===== src/rtl/pms_pkg.sv =====
package pms_pkg;
  typedef enum logic [2:0] {
    M_RUN  = 3'b000,
    M_VLPR = 3'b001,
    M_LLS  = 3'b011,
    M_VLLS = 3'b100
  } mode_e;

  localparam logic [2:0] SEL_LLS  = 3'b011;
  localparam logic [2:0] SEL_VLLS = 3'b100;
endpackage


===== src/rtl/pms_protect.sv =====
module pms_protect #(
  parameter int W = 2
) (
  input  logic         clk,
  input  logic         rst_n,
  input  logic         wr,
  input  logic [W-1:0] wdata,
  output logic [W-1:0] allow_q
);
  logic locked_q;

  always_ff @(posedge clk or negedge rst_n) begin
    if (!rst_n) begin
      allow_q  <= '0;
      locked_q <= 1'b0;
    end else if (wr && !locked_q) begin
      allow_q  <= wdata;
      locked_q <= 1'b1;
    end
  end

  // once written, the allow bits hold until system reset
  p_allow_once_r11: assert property (@(posedge clk) disable iff (!rst_n)
    locked_q |=> $stable(allow_q));
endmodule


===== src/rtl/pms_wake.sv =====
module pms_wake #(
  parameter int N = 8
) (
  input  logic [N-1:0] strobe,
  input  logic [N-1:0] en,
  output logic         hit
);
  logic [N-1:0] gated;

  for (genvar i = 0; i < N; i++) begin : g_src
    assign gated[i] = strobe[i] & en[i];
  end

  assign hit = |gated;
endmodule


===== src/rtl/pms_fsm.sv =====
module pms_fsm
  import pms_pkg::*;
#(
  parameter int LVL_W = 2
) (
  input  logic             clk,
  input  logic             rst_n,
  input  logic             rst_pin,
  input  logic             sleep_now,
  input  logic             sleep_on_exit,
  input  logic             deep_flag,
  input  logic [2:0]       stop_sel,
  input  logic [LVL_W-1:0] level_in,
  input  logic             lp_run_req,
  input  logic [1:0]       allow,
  input  logic             wake_hit,
  output mode_e            mode_q,
  output logic [LVL_W-1:0] level_q,
  output logic             abort_q
);
  mode_e            mode_d;
  logic [LVL_W-1:0] level_d;
  logic             abort_d;
  logic             sleep_req, in_active, in_deep;
  logic             vlls_ok, lls_ok, denied;

  assign sleep_req = (sleep_now | sleep_on_exit) & deep_flag;
  assign in_active = (mode_q == M_RUN) || (mode_q == M_VLPR);
  assign in_deep   = (mode_q == M_LLS) || (mode_q == M_VLLS);
  assign vlls_ok   = sleep_req && (stop_sel == SEL_VLLS) && allow[1];
  assign lls_ok    = sleep_req && (stop_sel == SEL_LLS) && allow[0];
  assign denied    = sleep_req && (((stop_sel == SEL_VLLS) && !allow[1]) ||
                                   ((stop_sel == SEL_LLS) && !allow[0]));

  always_comb begin
    mode_d  = mode_q;
    level_d = level_q;
    abort_d = abort_q;
    if (rst_pin) begin
      mode_d  = M_RUN;
      level_d = '0;
    end else if (in_active) begin
      if (vlls_ok) begin
        mode_d  = M_VLLS;
        level_d = level_in;
      end else if (lls_ok) begin
        mode_d = M_LLS;
      end else if (denied) begin
        abort_d = 1'b1;
      end else if (mode_q == M_RUN && lp_run_req) begin
        mode_d = M_VLPR;
      end else if (mode_q == M_VLPR && !lp_run_req) begin
        mode_d = M_RUN;
      end
    end else if (in_deep && wake_hit) begin
      mode_d = M_RUN;
    end
  end

  always_ff @(posedge clk or negedge rst_n) begin
    if (!rst_n) begin
      mode_q  <= M_RUN;
      level_q <= '0;
      abort_q <= 1'b0;
    end else begin
      mode_q  <= mode_d;
      level_q <= level_d;
      abort_q <= abort_d;
    end
  end

  // very-low-leakage stop is reached only through a permitted request
  p_vlls_gate_r2: assert property (@(posedge clk) disable iff (!rst_n)
    (mode_q != M_VLLS && !(sleep_req && stop_sel == SEL_VLLS && allow[1]))
      |=> mode_q != M_VLLS);
  // a deep stop leaves only to run
  p_deep_exit_r8: assert property (@(posedge clk) disable iff (!rst_n)
    in_deep |=> (mode_q == M_RUN || mode_q == M_LLS || mode_q == M_VLLS));
  // a deep stop is held without an enabled wake or reset pin
  p_deep_hold_r7: assert property (@(posedge clk) disable iff (!rst_n)
    (in_deep && !wake_hit && !rst_pin) |=> $stable(mode_q));
  // reset pin forces run and clears the sub-level
  p_rst_pin_r9: assert property (@(posedge clk) disable iff (!rst_n)
    rst_pin |=> (mode_q == M_RUN && level_q == '0));
  // abort flag is sticky
  p_abort_sticky_r10: assert property (@(posedge clk) disable iff (!rst_n)
    abort_q |=> abort_q);
  // sub-level only changes on entry or reset pin
  p_level_hold_r6: assert property (@(posedge clk) disable iff (!rst_n)
    (mode_q == M_VLLS && !rst_pin) |=> $stable(level_q));
endmodule


===== src/rtl/pwr_mode_seq.sv =====
module pwr_mode_seq
  import pms_pkg::*;
#(
  parameter int N_WAKE = 8,
  parameter int LVL_W  = 2
) (
  input  logic              clk,
  input  logic              rst_n,
  input  logic              rst_pin,
  input  logic              allow_wr,
  input  logic [1:0]        allow_wdata,
  input  logic [2:0]        stop_sel,
  input  logic [LVL_W-1:0]  level_in,
  input  logic              lp_run_req,
  input  logic              sleep_now,
  input  logic              sleep_on_exit,
  input  logic              deep_flag,
  input  logic [N_WAKE-1:0] wake_strobe,
  input  logic [N_WAKE-1:0] wake_en,
  input  logic              dbg_en,
  output logic [2:0]        mode,
  output logic              core_clk_en,
  output logic [LVL_W-1:0]  vll_level,
  output logic              abort_flag,
  output logic [1:0]        allow_q
);
  mode_e mode_q;
  logic  wake_hit;

  pms_protect #(.W(2)) u_prot (
    .clk(clk), .rst_n(rst_n), .wr(allow_wr), .wdata(allow_wdata),
    .allow_q(allow_q)
  );

  pms_wake #(.N(N_WAKE)) u_wake (
    .strobe(wake_strobe), .en(wake_en), .hit(wake_hit)
  );

  pms_fsm #(.LVL_W(LVL_W)) u_fsm (
    .clk(clk), .rst_n(rst_n), .rst_pin(rst_pin),
    .sleep_now(sleep_now), .sleep_on_exit(sleep_on_exit),
    .deep_flag(deep_flag), .stop_sel(stop_sel), .level_in(level_in),
    .lp_run_req(lp_run_req), .allow(allow_q), .wake_hit(wake_hit),
    .mode_q(mode_q), .level_q(vll_level), .abort_q(abort_flag)
  );

  assign mode        = mode_q;
  assign core_clk_en = dbg_en || (mode_q == M_RUN) || (mode_q == M_VLPR);

  // deep stops gate the core clock unless debug is on
  p_clk_gate_r12: assert property (@(posedge clk) disable iff (!rst_n)
    ((mode == 3'b011 || mode == 3'b100) && !dbg_en) |-> !core_clk_en);
  p_clk_dbg_r12: assert property (@(posedge clk) disable iff (!rst_n)
    dbg_en |-> core_clk_en);
endmodule


===== config.mk =====
export PLATFORM = sky130hd
export DESIGN_NAME = pwr_mode_seq
export DESIGN_NICKNAME = d
export VERILOG_FILES = /design/src/rtl/pms_pkg.sv /design/src/rtl/pms_protect.sv /design/src/rtl/pms_wake.sv /design/src/rtl/pms_fsm.sv /design/src/rtl/pwr_mode_seq.sv
export SDC_FILE = /design/constraint.sdc
export NUM_CORES = 1
export LEC_CHECK = 0
export BUFFER_PORTS_ARGS = -buffer_cell sky130_fd_sc_hd__buf_4
export CAP_MARGIN = 40
export CELL_PAD_IN_SITES_DETAIL_PLACEMENT = 1
export CELL_PAD_IN_SITES_GLOBAL_PLACEMENT = 2
export CORE_MARGIN = 5
export CORE_UTILIZATION = 20
export DETAILED_ROUTE_END_ITERATION = 10
export PLACE_DENSITY_LB_ADDON = 0.05
export SYNTH_ARGS = -nofsm -noshare
export SYNTH_HDL_FRONTEND = slang
export SYNTH_SLANG_ARGS = --single-unit

===== constraint.sdc =====
create_clock -name clk -period 1.26 [get_ports clk]
set_input_delay 0.063 -clock clk [delete_from_list [all_inputs] [get_ports clk]]
set_output_delay 0.063 -clock clk [all_outputs]
set_load 0.01 [all_outputs]

==> reports/metrics.cfg <==
[setup_path]
r2r-end = u_fsm.abort_q
cpMaxStageDelayCell = dfrtp_1
worst_ep_required_time_ns = 1.41
reg2regPathDepth = 4
crit_chain = and4bb_2 > a21o_1 > buf_4 > a31o_2
r2r_setup_slack_ns = 0.01
crit_path_max_incr_delay_ns = 0.36
critPathMaxFanout = 3
path_class = reg -> reg
endpoint_kind = flop
start_kind = flop
r2r-start = u_prot.allow_q[0]
cp_data_arrival_time_ns = 1.40

[yosys]
syn_avg_cell_area_um2 = 11.0
ys_seq_area_share_pct = 42.8
synth_cell_type_count = 26
syn_inst = 48
yosysWarnings = 0
synth_area_um2 = 527
synth_seq_cells = 9
postSynthNetCount = 80

[global_routing]
grt_util_met1_pct = 11.0
grt.total_usage_pct = 11.3
grt_max_degree = 10
gr-usage-met2_pct = 22.7
use_met3_pct = 2.52
grt-ovfl-total = 0
grt_pass1_vias = 707
grt_pass1_wl_um = 3120
grt_busiest_layer = met2
antenna_found_initial = 0

[timing]
drv_slew = 0
maxSlewHeadroom_pct = 78.4
fin_crit_ns = 1.25
fmax_ghz = 0.802
fin_ws_ns = 0.0131
setup_viol = 0
fin_crit_sh_pct = 99.0
hold_viol_final = 0
fin_skew_ns = 0.00602
tightest_slew_ns = 0.324
rsz0062_at_grt = true
holdWs_ns = 0.0156

[placement]
io_buffer_count = 40
hpwl_um = 1630
place_congestion = 0.699
place_ws_ns = 0.00616

[clock_tree]
htreeDepth = 1
root_buffer = clkbuf_4
cts_made_buffers = 3
cts_tree = built
clkSinkCount = 9
insertion_delay_ns = 0.27
clk_path_buf_depth = 2
clk_pin_slew_worst_paths_ns = 0.07

[hold_path]
min_from = rst_pin
min_path_type = in -> reg
holdPathEnd = u_fsm.mode_q[0]
hold_path_depth = 2

[route]
detail-route-antenna-nets = 0
drt-initial-drc-count = 8
drt-total-wl_um = 1900
vias = 614
drtPass1Iterations = 3
wl_per_cell_um = 14.4
drc = 0
vias_per_cell = 4.65

[layout]
insertedDiodeCount = 0
drive_above_1_share_pct = 58.8
nNetsFinal = 135
utilization_pct = 39.1
syn2layout_area_growth_pct = 85.7

[floorplanning]
initial_core_util_pct = 21.1
die_y_um = 61.3
die_w_um = 61.3
die_area_mm2 = 0.00376
rows = 18
io_pins = 41
core_mm2 = 0.00250

[outcome]
status = completed

[job]
maxCapViolCount = 0

[power]
leakagePower_uw = 0.000488
ir_drop_mv = 0.381
p_per_area_mw_per_mm2 = 816

## critical path: cells and delay by family, from the launching register on
kind / cells / cell delay (ns)
AND/OR/NAND/NOR: 1 / 0.24
buffers and inverters: 1 / 0.13
flip-flops: 1 / 0.36
AO/OA/AOI/OAI: 2 / 0.41
## cell usage after synthesis
master	number	area (um2)
a21o_1	1	7.51
o21ai_0	2	10.0
nand2_1	1	3.75
nor3b_1	2	15.0
o21a_1	1	7.51
mux2_2	1	11.3
mux2i_1	3	30.0
inv_1	3	11.3
a221oi_2	1	15.0
nand3_1	1	5.00
nor2b_1	1	6.26
dfrtp_1	9	225
nand3b_1	1	7.51
a22oi_1	5	37.5
a31o_2	1	8.76
o41ai_2	1	16.3
a21oi_1	1	5.00
and4b_2	1	11.3
and4bb_4	1	16.3
o21ai_2	1	8.76
a32o_1	2	20.0
or2_2	2	12.5
and4bb_2	1	12.5
nand4_1	1	6.26
nor2_1	3	11.3
nor3_1	1	5.00
## per-layer routing
layer / vias to the layer above / share of wire (%)
met3: 0 / 6.4
met2: 17 / 58
li1: 298 / -
met5: - / 0
met1: 299 / 36
met4: 0 / 0
## worst max path at each step
stage                       from              end  depth (start not counted)
6_report       u_prot.allow_q[0]    u_fsm.abort_q                          4
4_1_cts        u_prot.allow_q[0]  u_fsm.mode_q[0]                          4
3_5_place_dp   u_prot.allow_q[0]  u_fsm.mode_q[0]                          4
2_1_floorplan  u_prot.allow_q[0]  u_fsm.mode_q[0]                          4
5_1_grt        u_prot.allow_q[0]  u_fsm.mode_q[0]                          4
3_3_place_gp   u_prot.allow_q[0]  u_fsm.mode_q[0]                          4
## where the power goes
part	total [uW]	internal (uW)	switching, uW
clock	237	122	114
sequential	326	310	15.6
combinational	235	151	84.4
total	798	584	214
## cell families (layout without fill, tap and decap cells)
| family | after synthesis | count (layout) | share of synthesized area, % |
|---|---|---|---|
| AO/OA/AOI/OAI | 16 | 16 | 25.9 |
| AND/OR/NAND/NOR | 16 | 16 | 21.4 |
| flip-flops | 9 | 9 | 42.8 |
| multiplexers | 4 | 4 | 7.84 |
| buffers and inverters | 3 | 57 | 2.14 |
## layout make-up
cell class | instances | area, um2
Multi-Input combinational cell | 36 | 293
Inverter | 3 | 11.3
Tap cell | 30 | 37.5
Fill cell | 297 | 1520
Sequential cell | 9 | 225
Clock buffer | 4 | 26.3
Timing Repair Buffer | 50 | 385
## metrics by stage
| stage | total power (uW) | instances | area [um2] | TNS, ns |
|---|---|---|---|---|
| 2_1_floorplan | 406 | 48 | 527 | 0 |
| 3_3_place_gp | 550 | 121 | 887 | 0 |
| 3_5_place_dp | 552 | 121 | 887 | 0 |
| 4_1_cts | 806 | 130 | 958 | -0.00791 |
| 5_1_grt | 849 | 132 | 978 | -0.108 |
| 6_report | 798 | 132 | 978 | 0 |
## layout by cell type, fill, tap and decap left out, types with 2 or more instances in the layout
cell type / instances
nor2_1: 2
buf_4: 46
a32o_1: 2
nor3b_1: 2
clkbuf_4: 3
a22oi_1: 5
inv_1: 3
dlygate4sd3_1: 4
or2_2: 2
o21ai_0: 2
mux2i_1: 3
dfrtp_1: 9
## sequential cells by signal, indices dropped and copies added, names as in the netlist
| register | cells |
|---|---|
| u_fsm.level_q | 2 |
| u_prot.allow_q | 2 |
| u_fsm.mode_q | 3 |
| u_fsm.abort_q | 1 |
| u_prot.locked_q | 1 |
## repair_timing
action                                  CTS  global route
gates resized for setup                   0             1
setup buffers                             2             1
pin swaps                                 0             1
endpoints found under the setup margin    2             4
endpoints found under the hold margin    11             2
cloned                                    0             0
hold buffers                              3             1
Power figures use the tool's default switching activity.
